==> src/rtl/vic_pkg.sv <==
package vic_pkg;
  // word indices of the register map (decoded by software)
  localparam int VIC_W_CTRL     = 0;
  localparam int VIC_W_MASK     = 1;
  localparam int VIC_W_ENSET    = 2;
  localparam int VIC_W_ENCLR    = 3;
  localparam int VIC_W_EN_HI    = 4;
  localparam int VIC_W_EN_LO    = 5;
  localparam int VIC_W_TYP_HI   = 6;
  localparam int VIC_W_TYP_LO   = 7;
  localparam int VIC_W_PRIO_LO  = 8;
  localparam int VIC_W_PRIO_HI  = 15;
  localparam int VIC_W_NVEC     = 16;
  localparam int VIC_W_FVEC     = 17;
  localparam int VIC_W_PND_HI   = 18;
  localparam int VIC_W_PND_LO   = 19;
  localparam int VIC_W_FRC_HI   = 20;
  localparam int VIC_W_FRC_LO   = 21;
  localparam int VIC_W_NPND_HI  = 22;
  localparam int VIC_W_NPND_LO  = 23;
  localparam int VIC_W_FPND_HI  = 24;
  localparam int VIC_W_FPND_LO  = 25;

  localparam logic [31:0] VIC_CTRL_KEEP = 32'h017C_0000;

  typedef enum logic [1:0] {
    ACK_NONE   = 2'd0,
    ACK_NORMAL = 2'd1,
    ACK_FAST   = 2'd2
  } vic_ack_e;
endpackage

==> src/rtl/vic_rst_sync.sv <==
module vic_rst_sync (
  input  logic clk,
  input  logic rst_n,
  output logic rst_n_sync
);
  logic stage_q;

  always_ff @(posedge clk or negedge rst_n) begin
    if (!rst_n) begin
      stage_q    <= 1'b0;
      rst_n_sync <= 1'b0;
    end else begin
      stage_q    <= 1'b1;
      rst_n_sync <= stage_q;
    end
  end
endmodule

==> src/rtl/vic_pending.sv <==
module vic_pending #(
  parameter int DATA_W = 32,
  parameter int NUM_SRC = 2 * DATA_W,
  parameter int IDX_W = $clog2(NUM_SRC)
) (
  input  logic               clk,
  input  logic               rst_n,
  input  logic [NUM_SRC-1:0] src_in,
  input  logic               frc_hi_we,
  input  logic               frc_lo_we,
  input  logic [DATA_W-1:0]  frc_data,
  input  logic               ack_we,
  input  logic [IDX_W-1:0]   ack_idx,
  output logic [NUM_SRC-1:0] pend_q
);
  logic [NUM_SRC-1:0] src_q;
  logic [NUM_SRC-1:0] pend_d;
  logic [NUM_SRC-1:0] level_chg;

  assign level_chg = src_in ^ src_q;

  // next state: level edges, then force, then acknowledge (highest precedence)
  always_comb begin
    pend_d = (pend_q & ~level_chg) | (src_in & level_chg);
    if (frc_hi_we) pend_d[NUM_SRC-1:DATA_W] = frc_data;
    if (frc_lo_we) pend_d[DATA_W-1:0]       = frc_data;
    if (ack_we)    pend_d[ack_idx]          = 1'b0;
  end

  always_ff @(posedge clk or negedge rst_n) begin
    if (!rst_n) begin
      src_q  <= '0;
      pend_q <= '0;
    end else begin
      src_q  <= src_in;
      pend_q <= pend_d;
    end
  end
endmodule

==> src/rtl/vic_norm_arb.sv <==
module vic_norm_arb #(
  parameter int NUM_SRC = 64,
  parameter int PRIO_W = 4,
  parameter int MASK_W = 5,
  parameter int IDX_W = $clog2(NUM_SRC)
) (
  input  logic [NUM_SRC-1:0]        req,
  input  logic [NUM_SRC*PRIO_W-1:0] prio_flat,
  input  logic [MASK_W-1:0]         thresh,
  output logic                      found,
  output logic [IDX_W-1:0]          win_idx,
  output logic [PRIO_W-1:0]         win_prio,
  output logic                      raise
);
  logic [PRIO_W-1:0] prio_a [NUM_SRC];

  for (genvar g = 0; g < NUM_SRC; g++) begin : g_unpack
    assign prio_a[g] = prio_flat[g*PRIO_W +: PRIO_W];
  end

  // ascending scan with >= so equal priority goes to the higher index
  always_comb begin
    found    = 1'b0;
    win_idx  = '0;
    win_prio = '0;
    for (int i = 0; i < NUM_SRC; i++) begin
      if (req[i] && (!found || prio_a[i] >= win_prio)) begin
        found    = 1'b1;
        win_idx  = IDX_W'(i);
        win_prio = prio_a[i];
      end
    end
  end

  assign raise = found &&
                 ((thresh == '1) || ({{(MASK_W-PRIO_W){1'b0}}, win_prio} > thresh));
endmodule

==> src/rtl/vic_fast_pick.sv <==
module vic_fast_pick #(
  parameter int NUM_SRC = 64,
  parameter int IDX_W = $clog2(NUM_SRC)
) (
  input  logic [NUM_SRC-1:0] req,
  output logic               found,
  output logic [IDX_W-1:0]   pick_idx
);
  assign found = |req;

  always_comb begin
    pick_idx = '0;
    for (int i = NUM_SRC - 1; i >= 0; i--) begin
      if (req[i]) pick_idx = IDX_W'(i);
    end
  end
endmodule

==> src/rtl/vic_intc.sv <==
module vic_intc
  import vic_pkg::*;
#(
  parameter int DATA_W = 32,
  parameter int PRIO_W = 4,
  parameter int MASK_W = 5,
  parameter int ADDR_W = 8
) (
  input  logic                clk,
  input  logic                rst_n,
  input  logic [2*DATA_W-1:0] src_in,
  input  logic                bus_sel,
  input  logic                bus_wr,
  input  logic [ADDR_W-1:0]   bus_addr,
  input  logic [DATA_W-1:0]   bus_wdata,
  output logic [DATA_W-1:0]   bus_rdata,
  output logic                irq_normal,
  output logic                irq_fast
);
  localparam int NUM_SRC    = 2 * DATA_W;
  localparam int IDX_W      = $clog2(NUM_SRC);
  localparam int PER_WORD   = DATA_W / PRIO_W;
  localparam int PRIO_WORDS = NUM_SRC / PER_WORD;
  localparam int VEC_SHIFT  = 16;

  logic rst_i;

  logic [DATA_W-1:0]  ctrl_q;
  logic [MASK_W-1:0]  mask_q;
  logic [NUM_SRC-1:0] en_q, en_d;
  logic [NUM_SRC-1:0] typ_q, typ_d;
  logic [DATA_W-1:0]  prio_q [PRIO_WORDS];
  logic [NUM_SRC*PRIO_W-1:0] prio_flat;
  logic [NUM_SRC-1:0] pend_q;

  logic ctrl_we, mask_we, en_we, typ_we, frc_hi_we, frc_lo_we;
  logic [PRIO_WORDS-1:0] prio_we;
  logic wr_en, rd_en;
  int   aidx;
  vic_ack_e ack_kind;
  logic [IDX_W-1:0] ack_idx;

  logic [NUM_SRC-1:0] norm_req, fast_req;
  logic             n_found, f_found, n_raise;
  logic [IDX_W-1:0] n_idx, f_idx;
  logic [PRIO_W-1:0] n_prio;
  logic [DATA_W-1:0] nvec_val, fvec_val;

  vic_rst_sync u_rst (
    .clk        (clk),
    .rst_n      (rst_n),
    .rst_n_sync (rst_i)
  );

  assign wr_en = bus_sel && bus_wr;
  assign rd_en = bus_sel && !bus_wr;
  assign aidx  = int'(bus_addr);

  // write decode and next-state of enable/type vectors
  always_comb begin
    ctrl_we   = 1'b0;
    mask_we   = 1'b0;
    en_we     = 1'b0;
    typ_we    = 1'b0;
    frc_hi_we = 1'b0;
    frc_lo_we = 1'b0;
    en_d      = en_q;
    typ_d     = typ_q;
    if (wr_en) begin
      case (aidx)
        VIC_W_CTRL:   ctrl_we = 1'b1;
        VIC_W_MASK:   mask_we = 1'b1;
        VIC_W_ENSET: begin
          en_we = 1'b1;
          en_d[bus_wdata[IDX_W-1:0]] = 1'b1;
        end
        VIC_W_ENCLR: begin
          en_we = 1'b1;
          en_d[bus_wdata[IDX_W-1:0]] = 1'b0;
        end
        VIC_W_EN_HI: begin
          en_we = 1'b1;
          en_d[NUM_SRC-1:DATA_W] = bus_wdata;
        end
        VIC_W_EN_LO: begin
          en_we = 1'b1;
          en_d[DATA_W-1:0] = bus_wdata;
        end
        VIC_W_TYP_HI: begin
          typ_we = 1'b1;
          typ_d[NUM_SRC-1:DATA_W] = bus_wdata;
        end
        VIC_W_TYP_LO: begin
          typ_we = 1'b1;
          typ_d[DATA_W-1:0] = bus_wdata;
        end
        VIC_W_FRC_HI: frc_hi_we = 1'b1;
        VIC_W_FRC_LO: frc_lo_we = 1'b1;
        default: ;
      endcase
    end
  end

  for (genvar k = 0; k < PRIO_WORDS; k++) begin : g_prio_we
    assign prio_we[k] = wr_en && (aidx == VIC_W_PRIO_HI - k);
  end

  // acknowledge by vector read
  always_comb begin
    ack_kind = ACK_NONE;
    if (rd_en && aidx == VIC_W_NVEC && n_found) ack_kind = ACK_NORMAL;
    if (rd_en && aidx == VIC_W_FVEC && f_found) ack_kind = ACK_FAST;
  end
  assign ack_idx = (ack_kind == ACK_FAST) ? f_idx : n_idx;

  // registers
  always_ff @(posedge clk or negedge rst_i) begin
    if (!rst_i) begin
      ctrl_q <= '0;
      mask_q <= '1;
      en_q   <= '0;
      typ_q  <= '0;
    end else begin
      if (ctrl_we) ctrl_q <= bus_wdata & DATA_W'(VIC_CTRL_KEEP);
      if (mask_we) mask_q <= bus_wdata[MASK_W-1:0];
      if (en_we)   en_q   <= en_d;
      if (typ_we)  typ_q  <= typ_d;
    end
  end

  for (genvar k = 0; k < PRIO_WORDS; k++) begin : g_prio
    always_ff @(posedge clk or negedge rst_i) begin
      if (!rst_i)          prio_q[k] <= '0;
      else if (prio_we[k]) prio_q[k] <= bus_wdata;
    end
    assign prio_flat[k*DATA_W +: DATA_W] = prio_q[k];
  end

  vic_pending #(.DATA_W(DATA_W), .NUM_SRC(NUM_SRC), .IDX_W(IDX_W)) u_pend (
    .clk       (clk),
    .rst_n     (rst_i),
    .src_in    (src_in),
    .frc_hi_we (frc_hi_we),
    .frc_lo_we (frc_lo_we),
    .frc_data  (bus_wdata),
    .ack_we    (ack_kind != ACK_NONE),
    .ack_idx   (ack_idx),
    .pend_q    (pend_q)
  );

  assign norm_req = pend_q & en_q & ~typ_q;
  assign fast_req = pend_q & en_q & typ_q;

  vic_norm_arb #(.NUM_SRC(NUM_SRC), .PRIO_W(PRIO_W), .MASK_W(MASK_W), .IDX_W(IDX_W)) u_arb (
    .req       (norm_req),
    .prio_flat (prio_flat),
    .thresh    (mask_q),
    .found     (n_found),
    .win_idx   (n_idx),
    .win_prio  (n_prio),
    .raise     (n_raise)
  );

  vic_fast_pick #(.NUM_SRC(NUM_SRC), .IDX_W(IDX_W)) u_fast (
    .req      (fast_req),
    .found    (f_found),
    .pick_idx (f_idx)
  );

  assign irq_normal = n_raise;
  assign irq_fast   = f_found;

  assign nvec_val = n_found ? ((DATA_W'(n_idx) << VEC_SHIFT) | DATA_W'(n_prio)) : '1;
  assign fvec_val = f_found ? DATA_W'(f_idx) : '1;

  // read mux
  always_comb begin
    bus_rdata = '0;
    case (aidx)
      VIC_W_CTRL:    bus_rdata = ctrl_q;
      VIC_W_MASK:    bus_rdata = DATA_W'(mask_q);
      VIC_W_EN_HI:   bus_rdata = en_q[NUM_SRC-1:DATA_W];
      VIC_W_EN_LO:   bus_rdata = en_q[DATA_W-1:0];
      VIC_W_TYP_HI:  bus_rdata = typ_q[NUM_SRC-1:DATA_W];
      VIC_W_TYP_LO:  bus_rdata = typ_q[DATA_W-1:0];
      VIC_W_NVEC:    bus_rdata = nvec_val;
      VIC_W_FVEC:    bus_rdata = fvec_val;
      VIC_W_PND_HI:  bus_rdata = pend_q[NUM_SRC-1:DATA_W];
      VIC_W_PND_LO:  bus_rdata = pend_q[DATA_W-1:0];
      VIC_W_NPND_HI: bus_rdata = norm_req[NUM_SRC-1:DATA_W];
      VIC_W_NPND_LO: bus_rdata = norm_req[DATA_W-1:0];
      VIC_W_FPND_HI: bus_rdata = fast_req[NUM_SRC-1:DATA_W];
      VIC_W_FPND_LO: bus_rdata = fast_req[DATA_W-1:0];
      default: begin
        for (int k = 0; k < PRIO_WORDS; k++) begin
          if (aidx == VIC_W_PRIO_HI - k) bus_rdata = prio_q[k];
        end
      end
    endcase
  end
endmodule

==> config.mk <==
export PLATFORM = sky130hd
export DESIGN_NAME = vic_intc
export DESIGN_NICKNAME = d
export VERILOG_FILES = /design/src/rtl/vic_pkg.sv /design/src/rtl/vic_rst_sync.sv /design/src/rtl/vic_pending.sv /design/src/rtl/vic_norm_arb.sv /design/src/rtl/vic_fast_pick.sv /design/src/rtl/vic_intc.sv
export SDC_FILE = /design/constraint.sdc
export NUM_CORES = 2
export LEC_CHECK = 0
export ABC_AREA = 1
export BUFFER_PORTS_ARGS = -buffer_cell sky130_fd_sc_hd__clkbuf_2
export CORE_MARGIN = 1
export CORE_UTILIZATION = 55
export DETAILED_ROUTE_END_ITERATION = 16
export HOLD_SLACK_MARGIN = 0.08
export PLACE_DENSITY = 0.72
export RECOVER_POWER = 50
export SLEW_MARGIN = 20
export SYNTH_ARGS = -nofsm -noshare
export SYNTH_HDL_FRONTEND = slang
export SYNTH_SLANG_ARGS = --single-unit
==> constraint.sdc <==
create_clock -name clk -period 164.3 [get_ports clk]
set_clock_uncertainty 0.1 [all_clocks]
set_input_delay 24.645 -clock clk [delete_from_list [all_inputs] [get_ports clk]]
set_output_delay 24.645 -clock clk [all_outputs]
set_load 0.005 [all_outputs]
# After elaboration in Yosys (flattened, before gate mapping)
# Cells that the tools add are included.
# word_totals
out_inout_bits	34
ff_bits	525
word_cells	639
in_bits	108
# classes
muxes	290
eq_ne	29
order_cmp	68
n_reduce_logical	219
bitwise	15
# op_table
op	n
6-bit two-way mux	97
64-bit AND	7
32-bit one-hot mux with 14 select lines	1
32-bit two-way mux	12
4-bit two-way mux	72
64-bit NOT	4
4-bit greater-or-equal comparator	63
32-bit one-hot mux with 3 select lines	2
8-bit by 5-bit == test with 1-bit output, second input constant	18
64-bit OR	2
1-bit logical AND	80
1-bit two-way mux	80
5-bit two-way mux	16
1-bit logical NOT	64
1-bit logical OR	64
64-bit two-way mux	1
64-bit OR reduction	1
64-bit XOR	1
8-bit by 3-bit == test with 1-bit output, second input constant	4
32-bit logical NOT	1
22-bit by 4-bit OR with 22-bit output	1
8-bit by 2-bit == test with 1-bit output, second input constant	2
8-bit by 6-bit == test with 1-bit output, second input constant	2
6-bit by 7-bit < comparator with 1-bit output, second input constant	2
other kinds (13)	24

# Longest topological paths before layout
# logic_depth
word_depth	267
mapped_depth	708
depth_no_buf	690

# Cells and area by module
# A second synthesis with hierarchy kept.
# unflattened
hier_cells	6299
area_unflattened_um2	40566.4
# by_module_without_submodules
module	seq_area_each_um2	cells_each	instances	area_per_inst_um2
vic_intc	9890.7	3273	1	22534.1
vic_norm_arb	0.0	1955	1	10931.7
vic_pending	3203.1	833	1	6022.0
vic_fast_pick	0.0	235	1	1024.7
vic_rst_sync	50.0	3	1	53.8

# Worst setup path after synthesis
# Ideal clock, no wire load.
# synth_timing
path_kind	register -> output
startpoint	register typ_q[0]
endpoint	output irq_normal
path_stages_with_launch	638
arrival_time_ns	67.879
path_slack_ns	71.676
path_buffers	18
cell_sequence	dfrtp_1 > inv_2 > nand3_4 > clkinv_1 > nand2_1 > ha_1 > nand2_1 > nand2_1 > nor2_1 > nand2_2 > nand2_2 > nand2_1 > o21ai_0 > ha_1 > a21oi_1 > nand4_1 > nand2_2 > nand2_1 > (+602 left out) > a21oi_1 > a21oi_4 > o21a_1 > ha_1 > a21oi_1 > o21ai_0 > a41oi_1 > nand2_2 > nand2_4 > nand3_2 > and2_1 > ha_1 > nand2_1 > o21ai_0 > nand3_1 > o21ai_0 > nand2_1 > inv_1
# synth_via
elab_chain_cells	258
# synth_lines
item	line	text
start: declaration	vic_intc.sv:31	logic [NUM_SRC-1:0] typ_q, typ_d;
start signal: assignment	vic_intc.sv:127	if (typ_we) typ_q <= typ_d;
64-bit NOT (*)	vic_intc.sv:151	assign norm_req = pend_q & en_q & ~typ_q;
64-bit AND (*)	vic_intc.sv:151	
4-bit two-way mux / 1-bit two-way mux (equally long branches)	vic_norm_arb.sv:27	if (req[i] && (!found || prio_a[i] >= win_prio)) begin
4-bit greater-or-equal comparator / 1-bit logical NOT (equally long branches)	vic_norm_arb.sv:27	
1-bit logical OR	vic_norm_arb.sv:27	
1-bit logical AND	vic_norm_arb.sv:27	
4-bit two-way mux / 1-bit two-way mux (equally long branches)	vic_norm_arb.sv:27	
4-bit greater-or-equal comparator / 1-bit logical NOT (equally long branches)	vic_norm_arb.sv:27	
(+242 left out)	-	
4-bit two-way mux / 1-bit two-way mux (equally long branches)	vic_norm_arb.sv:27	
4-bit greater-or-equal comparator / 1-bit logical NOT (equally long branches)	vic_norm_arb.sv:27	
1-bit logical OR	vic_norm_arb.sv:27	
1-bit logical AND	vic_norm_arb.sv:27	
4-bit two-way mux	vic_norm_arb.sv:27	
4-bit by 5-bit greater-than comparator with 1-bit output	vic_norm_arb.sv:36	((thresh == '1) || ({{(MASK_W-PRIO_W){1'b0}}, win_prio} > thresh));
1-bit logical OR	vic_norm_arb.sv:36	
1-bit logical AND (*)	vic_norm_arb.sv:35	assign raise = found &&
end: declaration	vic_intc.sv:17	output logic irq_normal,
# Every way passes the cells marked *; elsewhere a longest branch is shown, timed or not.

# Final worst setup path
# Same ends and word-level chain as after synthesis.

==> impl_metrics.py <==
metrics = {
    "run_status": {
        "outcome": "finished with violations",
        "violations": "max-capacitance violations, max-slew violations",
    },
    "setup_path": {
        "crit_path_top_delay_cell": "o21ai_0",
        "crit_path_max_incr_delay_ns": 0.56,
        "path_class": "flop to output pin",
        "startpoint_type": "flop",
        "crit_top_cell": "nand2_1",
        "path_max_fanout": 16,
        "end_kind": "output pin",
        "arrival_ns": 79.82,
        "worstPathRequired_ns": 139.55,
    },
    "drt": {
        "met1_length_um": 64600,
        "wl_met3_um": 25300,
        "vias": 39300,
        "routed_wl_um": 166000,
        "avgViaCountPerCell": 6.32,
        "dr.first_iter.drc_count": 5883,
        "wl_per_cell_um": 26.7,
        "met2_length_um": 63400,
        "first_pass_iters": 7,
        "postRouteAntennaNets": 0,
        "highest_layer": "met5",
        "drc": 0,
    },
    "global_routing": {
        "grt_max_degree": 172,
        "antenna_found_initial": 8,
        "first_global_vias": 35500,
        "gr-total-overflow": 0,
        "grt_usage_pct": 47.4,
        "grt_pass1_wl_um": 240000,
    },
    "clock_tree": {
        "ctsResizeCount": 0,
        "clockRootBuffer": "clkbuf_16",
        "cts_num_sinks": 525,
        "cts_setup_buffers": 0,
        "cts_max_level": 2,
        "cts_made_buffers": 60,
        "cts.path.max_buffers": 3,
        "clk_pin_slew_ns": 0.07,
        "clock_latency_ns": 0.69,
        "cts_tree": "built",
        "ctsHoldBuffers": 0,
    },
    "sta": {
        "setup_viol": 0,
        "drv_slew": 536,
        "finalSetupTns_ns": 0,
        "worst_pin_slew_ns": 9.46,
        "maxSlewHeadroom_pct": -531,
        "finalHoldViolations": 0,
        "finalCritPeriodShare_pct": 63.6,
        "grt_setup_unrepaired": "no",
        "fmax_mhz": 9.56,
        "min_period_ns": 104.57,
    },
    "floorplanning": {
        "pin_count": 142,
        "die_x_um": 263,
        "coreArea_um2": 67300,
        "die-area_um2": 69200,
        "die_height_um": 263,
        "rows": 95,
        "start_util_pct": 55.7,
    },
    "layout": {
        "area_growth_pct": 9.92,
        "final_cell_mix": "nand2_1 (1273), o21ai_0 (891), inv_1 (609)",
        "final_net_count": 5601,
        "multiInputGateArea_um2": 21000,
        "nFillCells": 6292,
        "layout.area.seq_um2": 13100,
        "drive_above_1_share_pct": 13.2,
        "layout_commonest_cell": "nand2_1",
    },
    "run": {
        "drv_cap": 7,
    },
    "synthesis": {
        "yosysWarnings": 0,
        "ys_types": 69,
        "synth-main-ff-cell": "dfrtp_1",
        "netlist_area_um2": 37500,
        "synthArstFlopShare_pct": 100,
        "ys_ff_latch": 525,
        "syn_area_per_cell_um2": 7.20,
        "syn_nets": 5513,
        "synth-seq-area-share_pct": 35.1,
        "synth_cells": 5205,
        "synth-edff-count": 0,
    },
    "place": {
        "place_congestion": 1.09,
        "place_hpwl_um": 122000,
        "io_buffers": 141,
    },
    "hold_path": {
        "hold_class": "flop to flop",
    },
}
sequential cells by signal, summed over array words and instances, names as in the netlist:
name / count
u_pend.src_q: 64
typ_q: 64
u_rst.rst_n_sync: 1
u_pend.pend_q: 64
ctrl_q: 6
u_rst.stage_q: 1
mask_q: 5
en_q: 64
prio_flat: 256
Yosys cell counts, types with 52 or more instances:
cell type	number	area, um^2
inv_1	611	2290
clkbuf_1	162	608
nand2_1	1287	4830
a21oi_1	180	901
o22ai_1	52	325
dfrtp_1	520	13000
a21oi_2	65	569
nand3_1	189	946
o211ai_1	53	398
nor2_1	270	1010
nand2_2	139	870
o21ai_0	891	4460
ha_1	200	2500
nor3_1	81	405
metrics by stage:
| stage | instances | cell area [um^2] | setup slack (ns) | util, % | hold slack, ns |
|---|---|---|---|---|---|
| 5_1_grt | 6213 | 41200 | 48.99 | 61.2 | 0.268 |
| 6_report | 6221 | 41200 | 59.73 | 61.2 | 0.261 |
| 4_1_cts | 6213 | 41200 | 60.62 | 61.2 | 0.268 |
| 3_3_place_gp | 6104 | 39000 | 63.02 | 58.0 | 0.244 |
| 3_5_place_dp | 6104 | 39000 | 61.73 | 58.0 | 0.246 |
| 2_1_floorplan | 5205 | 37500 | 71.68 | - | 0.231 |
final timing paths:
kind                       cells past startpoint  slack (ns)                           to                  startpoint
hold / removal                                 0        0.26   u_rst.rst_n_sync$_DFF_PN0_     u_rst.stage_q$_DFF_PN0_
hold reg to reg                                0        0.26   u_rst.rst_n_sync$_DFF_PN0_     u_rst.stage_q$_DFF_PN0_
min in group asynchronous                      0        0.91   u_pend.src_q[39]$_DFF_PN0_  u_rst.rst_n_sync$_DFF_PN0_
max in group asynchronous                      1      140.32      u_rst.stage_q$_DFF_PN0_                       rst_n
setup / recovery                             616       59.73                   irq_normal        typ_q[0]$_DFFE_PN0P_
setup reg to reg                             613       84.82  u_pend.pend_q[26]$_DFF_PN0_        typ_q[0]$_DFFE_PN0P_
layout make-up:
cell class / count / area share (%)
multi-input cells: 3828 / 51.1
diodes: 8 / 0.0486
well taps: 873 / 2.65
flip-flops and latches: 525 / 31.9
inverters: 657 / 6.10
clock buffers: 85 / 4.19
clock inverters: 24 / 0.948
repair buffers: 221 / 3.09
cell families after synthesis:
group	count (synthesis)	share of synthesized area, %
adders and majority gates	200	6.68
AOI/OAI and AO/OA	1486	23.2
and+or+nand+nor	2141	25.9
buffers and inverters	852	9.17
DFF	525	35.1
other	1	0.0100
critical path: cells and delay by family (launching register included):
kind                       cells  cell delay (ns)
DFF                            1             0.39
adders and majority gates     64            18.30
and+or+nand+nor              303            28.05
buffers and inverters         61             3.99
AOI/OAI and AO/OA            188            28.18
layer usage:
| metal | up-vias | global-route usage (%) |
|---|---|---|
| met2 | 2622 | 62.5 |
| met3 | 506 | 19.0 |
| li1 | 17700 | - |
| met4 | 8 | 31.2 |
| met5 | - | 0 |
| met1 | 18500 | 63.4 |
Power is not shown: default switching activity piles up to over one toggle a cycle in this logic, so the estimate is an artifact.
